File: src/rtl/sd_clkgen_pkg.sv
package sd_clkgen_pkg;
  localparam int unsigned DIV_W_DEF   = 11;
  localparam int unsigned TMO_W_DEF   = 32;
  localparam logic [31:0] TMO_RST_DEF = 32'h00F0_0000;

  // divide ratio from a programmed value: ratio = value + 2
  function automatic logic [DIV_W_DEF:0] ratio_of(input logic [DIV_W_DEF-1:0] v);
    return {1'b0, v} + (DIV_W_DEF+1)'(2);
  endfunction
endpackage

File: src/rtl/sd_clk_divider.sv
module sd_clk_divider #(
  parameter int unsigned DIV_W = sd_clkgen_pkg::DIV_W_DEF
) (
  input  logic             clk,
  input  logic             rst,
  input  logic             wr_en,
  input  logic [DIV_W-1:0] wr_val,
  output logic             sd_clk,
  output logic             sd_clk_en
);
  localparam int unsigned RW = DIV_W + 1;

  logic [DIV_W-1:0] div_q;
  logic [RW-1:0]    ratio_q, cnt_q;
  logic [RW-1:0]    ratio_n, cnt_n, half_n;
  logic             boundary;

  assign boundary = (cnt_q == ratio_q - RW'(1));

  always_comb begin
    if (boundary) begin
      cnt_n   = '0;
      ratio_n = {1'b0, div_q} + RW'(2);
    end else begin
      cnt_n   = cnt_q + RW'(1);
      ratio_n = ratio_q;
    end
    half_n = ratio_n >> 1;
  end

  always_ff @(posedge clk) begin
    if (rst) begin
      div_q     <= '0;
      ratio_q   <= RW'(2);
      cnt_q     <= RW'(1);
      sd_clk    <= 1'b0;
      sd_clk_en <= 1'b0;
    end else begin
      if (wr_en) div_q <= wr_val;
      cnt_q     <= cnt_n;
      ratio_q   <= ratio_n;
      sd_clk    <= (cnt_n < half_n);
      sd_clk_en <= boundary;
    end
  end

  assert_en_on_rise_R2: assert property (@(posedge clk) disable iff (rst)
    sd_clk_en |-> $rose(sd_clk));
  assert_rise_has_en_R2: assert property (@(posedge clk) disable iff (rst)
    $rose(sd_clk) |-> sd_clk_en);
  assert_ratio_held_R5: assert property (@(posedge clk) disable iff (rst)
    !boundary |=> $stable(ratio_q));
  assert_cnt_in_range_R3: assert property (@(posedge clk) disable iff (rst)
    cnt_q < ratio_q);
endmodule

File: src/rtl/sd_tmo_counter.sv
module sd_tmo_counter #(
  parameter int unsigned      TMO_W   = sd_clkgen_pkg::TMO_W_DEF,
  parameter logic [TMO_W-1:0] RST_VAL = TMO_W'(sd_clkgen_pkg::TMO_RST_DEF)
) (
  input  logic             clk,
  input  logic             rst,
  input  logic             tick,
  input  logic             wr_en,
  input  logic [TMO_W-1:0] wr_val,
  input  logic             arm,
  input  logic             stop,
  output logic             pulse
);
  logic [TMO_W-1:0] start_q, cnt_q;
  logic             armed_q;

  always_ff @(posedge clk) begin
    if (rst) begin
      start_q <= RST_VAL;
      cnt_q   <= '0;
      armed_q <= 1'b0;
      pulse   <= 1'b0;
    end else begin
      pulse <= 1'b0;
      if (wr_en) start_q <= wr_val;
      if (arm) begin
        cnt_q   <= start_q;
        armed_q <= 1'b1;
      end else if (stop) begin
        armed_q <= 1'b0;
      end else if (armed_q && tick) begin
        if (cnt_q <= TMO_W'(1)) begin
          cnt_q   <= '0;
          armed_q <= 1'b0;
          pulse   <= 1'b1;
        end else begin
          cnt_q <= cnt_q - TMO_W'(1);
        end
      end
    end
  end

  assert_pulse_single_R7: assert property (@(posedge clk) disable iff (rst)
    pulse |=> !pulse);
  assert_pulse_disarms_R7: assert property (@(posedge clk) disable iff (rst)
    pulse |-> !armed_q);
  assert_count_only_on_tick_R6: assert property (@(posedge clk) disable iff (rst)
    (!arm && !(armed_q && tick)) |=> $stable(cnt_q));
  assert_stop_disarms_R8: assert property (@(posedge clk) disable iff (rst)
    (stop && !arm) |=> (!armed_q && !pulse));
endmodule

File: src/rtl/sd_clkgen_timeout.sv
module sd_clkgen_timeout #(
  parameter int unsigned DIV_W = sd_clkgen_pkg::DIV_W_DEF,
  parameter int unsigned TMO_W = sd_clkgen_pkg::TMO_W_DEF
) (
  input  logic             clk,
  input  logic             rst,
  input  logic             div_wr_en,
  input  logic [DIV_W-1:0] div_wr_val,
  input  logic             tmo_wr_en,
  input  logic [TMO_W-1:0] tmo_wr_val,
  input  logic             tmo_arm,
  input  logic             tmo_stop,
  output logic             sd_clk,
  output logic             sd_clk_en,
  output logic             tmo_pulse
);
  logic clk_en_w;

  sd_clk_divider #(.DIV_W(DIV_W)) u_div (
    .clk(clk), .rst(rst), .wr_en(div_wr_en), .wr_val(div_wr_val),
    .sd_clk(sd_clk), .sd_clk_en(clk_en_w)
  );

  sd_tmo_counter #(.TMO_W(TMO_W)) u_tmo (
    .clk(clk), .rst(rst), .tick(clk_en_w), .wr_en(tmo_wr_en),
    .wr_val(tmo_wr_val), .arm(tmo_arm), .stop(tmo_stop), .pulse(tmo_pulse)
  );

  assign sd_clk_en = clk_en_w;

  assert_reset_quiet_R1: assert property (@(posedge clk)
    $past(rst) |-> (!sd_clk && !sd_clk_en && !tmo_pulse));
endmodule

File: config.mk
export PLATFORM = sky130hd
export DESIGN_NAME = sd_clkgen_timeout
export DESIGN_NICKNAME = d
export VERILOG_FILES = /design/src/rtl/sd_clkgen_pkg.sv /design/src/rtl/sd_clk_divider.sv /design/src/rtl/sd_tmo_counter.sv /design/src/rtl/sd_clkgen_timeout.sv
export SDC_FILE = /design/constraint.sdc
export NUM_CORES = 1
export LEC_CHECK = 0
export ABC_CLOCK_PERIOD_IN_PS = 5600
export CAP_MARGIN = 20
export CORE_UTILIZATION = 55
export DETAILED_ROUTE_END_ITERATION = 12
export DONT_BUFFER_PORTS = 1
export PLACE_DENSITY = 0.8
export SYNTH_ARGS = -nofsm -noshare
export SYNTH_HDL_FRONTEND = slang
export SYNTH_SLANG_ARGS = --single-unit
File: constraint.sdc
create_clock -name clk -period 5.6 [get_ports clk]
set_input_delay 0.28 -clock clk [delete_from_list [all_inputs] [get_ports clk]]
set_output_delay 0.28 -clock clk [all_outputs]
set_load 0.02 [all_outputs]
Word-level counts from Yosys, hierarchy flattened. Cells that the tools add are included.

Register bits: 103. Output and inout port bits: 3. Word-level logic and storage cells: 37.

$add $sub $neg: 4. $lt $le $gt $ge: 2. Equal/unequal tests: 2. Multiplexer cells: 11. Bitwise logic cells: 1. Reductions and logical operators: 7.

Operators with widths (number): 32-bit two-way mux (4); 32-bit by 1-bit less-or-equal comparator with 1-bit output, second input constant (1); 32-bit by 1-bit subtractor with 32-bit output, second input constant (1); 12-bit two-way mux (2); 11-bit by 2-bit adder with 12-bit output, second input constant (1); 12-bit by 1-bit adder with 12-bit output, second input constant (1); 12-bit == test (1); 12-bit by 11-bit less-than comparator with 1-bit output (1); 12-bit by 1-bit subtractor with 12-bit output, second input constant (1); 3-bit nonzero test (2); 1-bit two-way mux (5); 2-bit AND reduction (2); 4-bit OR reduction (1); 2-bit != test, second input constant (1); 2-bit nonzero test (1); 1-bit logical AND (1); 1-bit inverter (1).

Longest topological paths before layout.
Word-level depth: 5. Depth in mapped cells: 19.

Hierarchy. A second synthesis with hierarchy kept.

Cell total of the unflattened synthesis: 601. Area, all modules: 5398.9 µm².

Modules (own cells, without submodules): sd_tmo_counter (times used 1, cells an instance 354, area an instance 3159.3 µm², sequential area each 1321.3 µm²); sd_clk_divider (times used 1, cells an instance 247, area an instance 2239.6 µm², sequential area each 740.7 µm²).

Worst setup path before layout. No wires, ideal clock.

Kind: reg-to-reg. Start point: reg u_div.ratio_q[0]. End point: reg u_div.sd_clk. Arrival time: 3.913 ns. Required time: 5.504 ns. Setup slack: 1.591 ns. Stages on the path, launching flop included: 20. Path buffers: 4. Period minus slack after synthesis: 4.009 ns. Path through: dfxtp_1 inv_1 ha_1 or4b_1 clkbuf_2 or4b_1 a21oi_1 or3_1 and3_1 buf_6 buf_8 buf_4 nor2_1 ha_1 a21o_1 a21oi_1 o21ai_0 a211oi_1 o21ai_2 o41ai_2.

Longest elaborated chain between the ends: 4.

Ends and longest elaborated chain: start: declaration (RTL line sd_clk_divider.sv:14) `logic [RW-1:0] ratio_q, cnt_q;`; start signal: assignment (RTL line sd_clk_divider.sv:41) `ratio_q <= ratio_n;`; 12-bit by 1-bit subtractor with 12-bit output (RTL line sd_clk_divider.sv:18) `assign boundary = (cnt_q == ratio_q - RW'(1));`; 12-bit == test (RTL line sd_clk_divider.sv:18); 12-bit two-way mux (RTL line sd_clk_divider.sv:21) `if (boundary) begin`; net u_div.cnt_n[8] (RTL line sd_clk_divider.sv:15) `logic [RW-1:0] ratio_n, cnt_n, half_n;`; 12-bit by 11-bit less-than comparator with 1-bit output (RTL line sd_clk_divider.sv:42) `sd_clk <= (cnt_n < half_n);`; end signal: assignment (RTL line sd_clk_divider.sv:42); end: declaration (RTL line sd_clk_divider.sv:8) `output logic sd_clk,`.

The timed path passes the listed nets, and every way through them passes these cells. A chain may end at the register's enable or synchronous reset.

Final worst setup path.
Start point: reg u_div.ratio_q[1]. End point: reg u_div.sd_clk.

Longest elaborated chain between the ends: 4.

Ends and longest elaborated chain (RTL line): 12-bit by 1-bit subtractor with 12-bit output (sd_clk_divider.sv:18); 12-bit == test (sd_clk_divider.sv:18); 12-bit two-way mux (sd_clk_divider.sv:21); 12-bit by 11-bit less-than comparator with 1-bit output (*) (sd_clk_divider.sv:42).

Mark *: on every way between the ends. The rest lies on a longest branch, timed or not.

==> metrics.md <==
| Metric | Value |
|---|---|
| Status | `complete, no violations` |
| Core area | `0.009240 sq mm` |
| Largest net degree at the start of global routing | `94` |
| RSZ-0062 raised after global routing | `false` |
| CTS Sinks | `103` |
| Met1 Track Usage GR | `35.11%` |
| Initial Utilization | `56.82%` |
| Syn_area_per_cell | `8.750 sq um` |
| Syn Inst Count | `600` |
| GR Util met2 | `37.77%` |
| Vias in the first global route | `3966` |
| Pins Over Slew Limit | `0` |
| Worst-path fanout max | `19` |
| Fin crit share | `84.36%` |
| Fraction of layout cells with a size suffix above 1 | `4.924%` |
| Peak supply drop | `0.0001910 V` |
| Die Y | `99.70 um` |
| LEAKAGE | `0.002326 uW` |
| Dpl cells | `699` |
| Post-synth EDFFs | `0` |
| P per Cell Area | `364.5 mW/mm^2` |
| DRC Markers | `0` |
| Seq cells post-synth | `103` |
| Layout area overhead | `5.291%` |
| # IOs | `52` |
| Commonest non-fill, non-tap cells in the layout | `112 x nor2_1, 103 x dfxtp_1, 55 x mux2i_1, 34 x nor3_1, 27 x xor2_1` |
| Gr usage total | `24.96%` |
| Top area cells in the synthesized netlist | `dfxtp_1 39%, mux2i_1 10%, nor2_1 8.0%` |
| Hold Path Depth | `2` |
| Synth async-reset ratio | `0%` |
| Final cell area excluding filler cells | `0.005528 sq mm` |
| Placed cell area | `0.005280 sq mm` |
| Vias | `4311` |
| Post-CTS Setup Bufs | `0` |
| Syn Nets | `664` |
| CTS Buffer Depth | `2` |
| FF-to-FF End | `u_div.sd_clk$_SDFF_PP0_` |
| Multi-input logic area | `0.002989 sq mm` |
| Reg clk slew, reported paths | `0.10 ns` |
| Worst hold endpoint | `u_tmo.armed_q$_SDFFE_PP0P_` |
| Clock Skew | `0.01369 ns` |
| CTS resizes | `0` |
| Count of filler cells inserted in the layout | `787` |
| Nets | `648` |
| Share of the synthesized area in the top cell type | `39.28%` |
| Drt pass-1 iters | `6` |
| Final std cells w/o fill | `718` |
| Setup violators final | `0` |
| Worst Reg-to-Reg Cells | `15` |
| Ys flop type | `dfxtp_1` |
| Total CTS buffers | `9` |
| Max-cap violations | `0` |
| Die X | `99.70 um` |
| Yosys cell types | `55` |
| Post-detail-place hpwl | `8323 um` |
| Crit end category | `flip-flop` |
| Post-synthesis sequential area ratio | `39.28%` |
| DR WL/cell | `16.63 um` |
| Setup TNS | `0 ns` |
| Leading area contributor after synthesis | `dfxtp_1` |
| Worst setup SP type | `flip-flop` |
| Crit. Startpoint | `u_div.ratio_q[1]$_SDFF_PP1_` |
| Worst path max stage delay | `0.67 ns` |
| Std-Cell Rows | `35` |
| Most common cell after layout, fill and taps aside | `nor2_1` |
| CP required | `5.90 ns` |
| I/O Buffers | `0` |
| Worst-Margin Slew | `0.9026 ns` |
| Critical Path AT | `5.02 ns` |
| Slowest-stage cell, CP | `and3_1` |
| First-pass GRT wire length | `19640 um` |
| Hold Vio Cnt, Final | `0` |
| Netlist Area Pre-Place | `0.005250 sq mm` |
| GR Util met3 | `5.481%` |
| Total grt overflow | `0` |
| Slew Limit Headroom | `39.83%` |
| H-tree depth | `3` |
| DRT iter0 DRCs | `330` |
| Clock Latency Late Sink | `0.38 ns` |
| RD Place Congestion | `0.9454` |
| Worst r2r src | `u_div.ratio_q[1]$_SDFF_PP1_` |
| Initial antenna violation count | `0` |
| Register area | `0.002062 sq mm` |
| GRT Max-Usage Layer | `met2` |
| Antenna cells | `0` |
| Fmax | `0.2117 GHz` |
| R2r setup slk | `0.88 ns` |
| Crit path kind | `flip-flop to flip-flop` |
| Post-layout minimum cycle time | `4.724 ns` |
| Hold wc startpoint | `tmo_arm` |
| CP cell instances | `inv_1 > ha_1 > or4b_1 > or4b_1 > a21oi_1 > or3_1 > and3_1 > mux2i_1 > ha_1 > a21o_1 > a21oi_1 > o21ai_0 > a211oi_1 > o21ai_2 > o41ai_2` |
| Die area | `0.009940 sq mm` |
| Via density | `6.004` |
| Min-Delay Path Class | `primary input to flip-flop` |
| Syn. warnings | `0` |
| Clk root buf | `clkbuf_8` |
| Antenna viol nets, final | `0` |
| Routed WL | `11940 um` |
| TritonCTS clock tree | `done` |
[synth_stat cells (3+ instances only)]
cell,number
buf_1,4
a211oi_1,3
nor2_1,112
or3_1,10
dfxtp_1,103
nor3_1,34
and2_1,3
a21o_1,3
o211ai_1,3
a221oi_1,17
a22oi_1,9
nand2_1,19
nand4_1,4
xnor2_1,23
clkbuf_1,22
and3_1,14
mux2i_1,55
or4_1,4
nor2b_1,3
a21oi_1,14
o21ai_0,16
nor4_1,14
ha_1,15
nand3_1,18
inv_1,12
xor2_1,27
[critical path, delay by kind of cell, from the launching register on]
kind                     cells  cell delay (ns)
buffers and inverters        1             0.09
flip-flops                   1             0.36
AO/OA/AOI/OAI                7             1.36
AND/OR/NAND/NOR              4             1.97
adder cells (fa/ha/maj)      2             0.56
multiplexers                 1             0.32
[per-layer routing]
metal | share of wire (%) | vias to the layer above
li1 | - | 2117
met1 | 48 | 2029
met2 | 44 | 143
met3 | 6.0 | 22
met4 | 1.6 | 0
met5 | 0 | -
[how the worst max path moves through the flow]
stage | endpoint | slack, ns
2_1_floorplan | u_div.sd_clk$_SDFF_PP0_ | 1.59
3_3_place_gp | u_div.sd_clk$_SDFF_PP0_ | 1.19
3_5_place_dp | u_div.sd_clk$_SDFF_PP0_ | 0.97
4_1_cts | u_div.sd_clk$_SDFF_PP0_ | 0.92
5_1_grt | u_div.sd_clk$_SDFF_PP0_ | 0.62
6_report | u_div.sd_clk$_SDFF_PP0_ | 0.88
[flip-flops by register name (all words and copies together) (netlist names)]
name / flops
u_div.cnt_q: 12
u_div.div_q: 11
u_div.ratio_q: 12
u_div.sd_clk: 1
u_div.sd_clk_en: 1
u_tmo.armed_q: 1
u_tmo.cnt_q: 32
u_tmo.pulse: 1
u_tmo.start_q: 32
[through the flow]
stage               hold slack, ns  worst slack, ns  util, %  power (uW)
finish                     0.02660           0.8757    59.82        2015
global route               0.01921           0.6161    59.82        2129
CTS                        0.01890           0.9153    59.77        2014
detailed placement          0.3633           0.9741    57.14        1520
global placement            0.3610            1.187    57.14        1495
floorplan                   0.4084            1.591        -        1442
[area by class of cell]
cell class,instances,area share (%)
repair buffers,6,1.177
clock buffers,11,2.558
multi-input cells,452,54.07
well taps,129,2.920
clock inverters,5,1.154
inverters,12,0.8148
flip-flops and latches,103,37.30
[power by group]
group	switching, uW	internal (uW)
logic	358	287
clock network	262	223
registers	86.8	798
total	707	1310
[logic make-up after synthesis]
family	count (synthesis)	synth area share, %
and+or+nand+nor	250	23.26
DFF	103	39.28
AOI/OAI and AO/OA	82	11.27
muxes	55	10.49
xor gates and xnor gates	50	8.341
buffers and inverters	45	3.789
adders and majority gates	15	3.575
[what timing repair did]
item	in CTS	in global routing
hold buffers	2	0
endpoints found under the hold margin	93	0
endpoints found under the setup margin	0	0
Power figures use the tool's default switching activity.
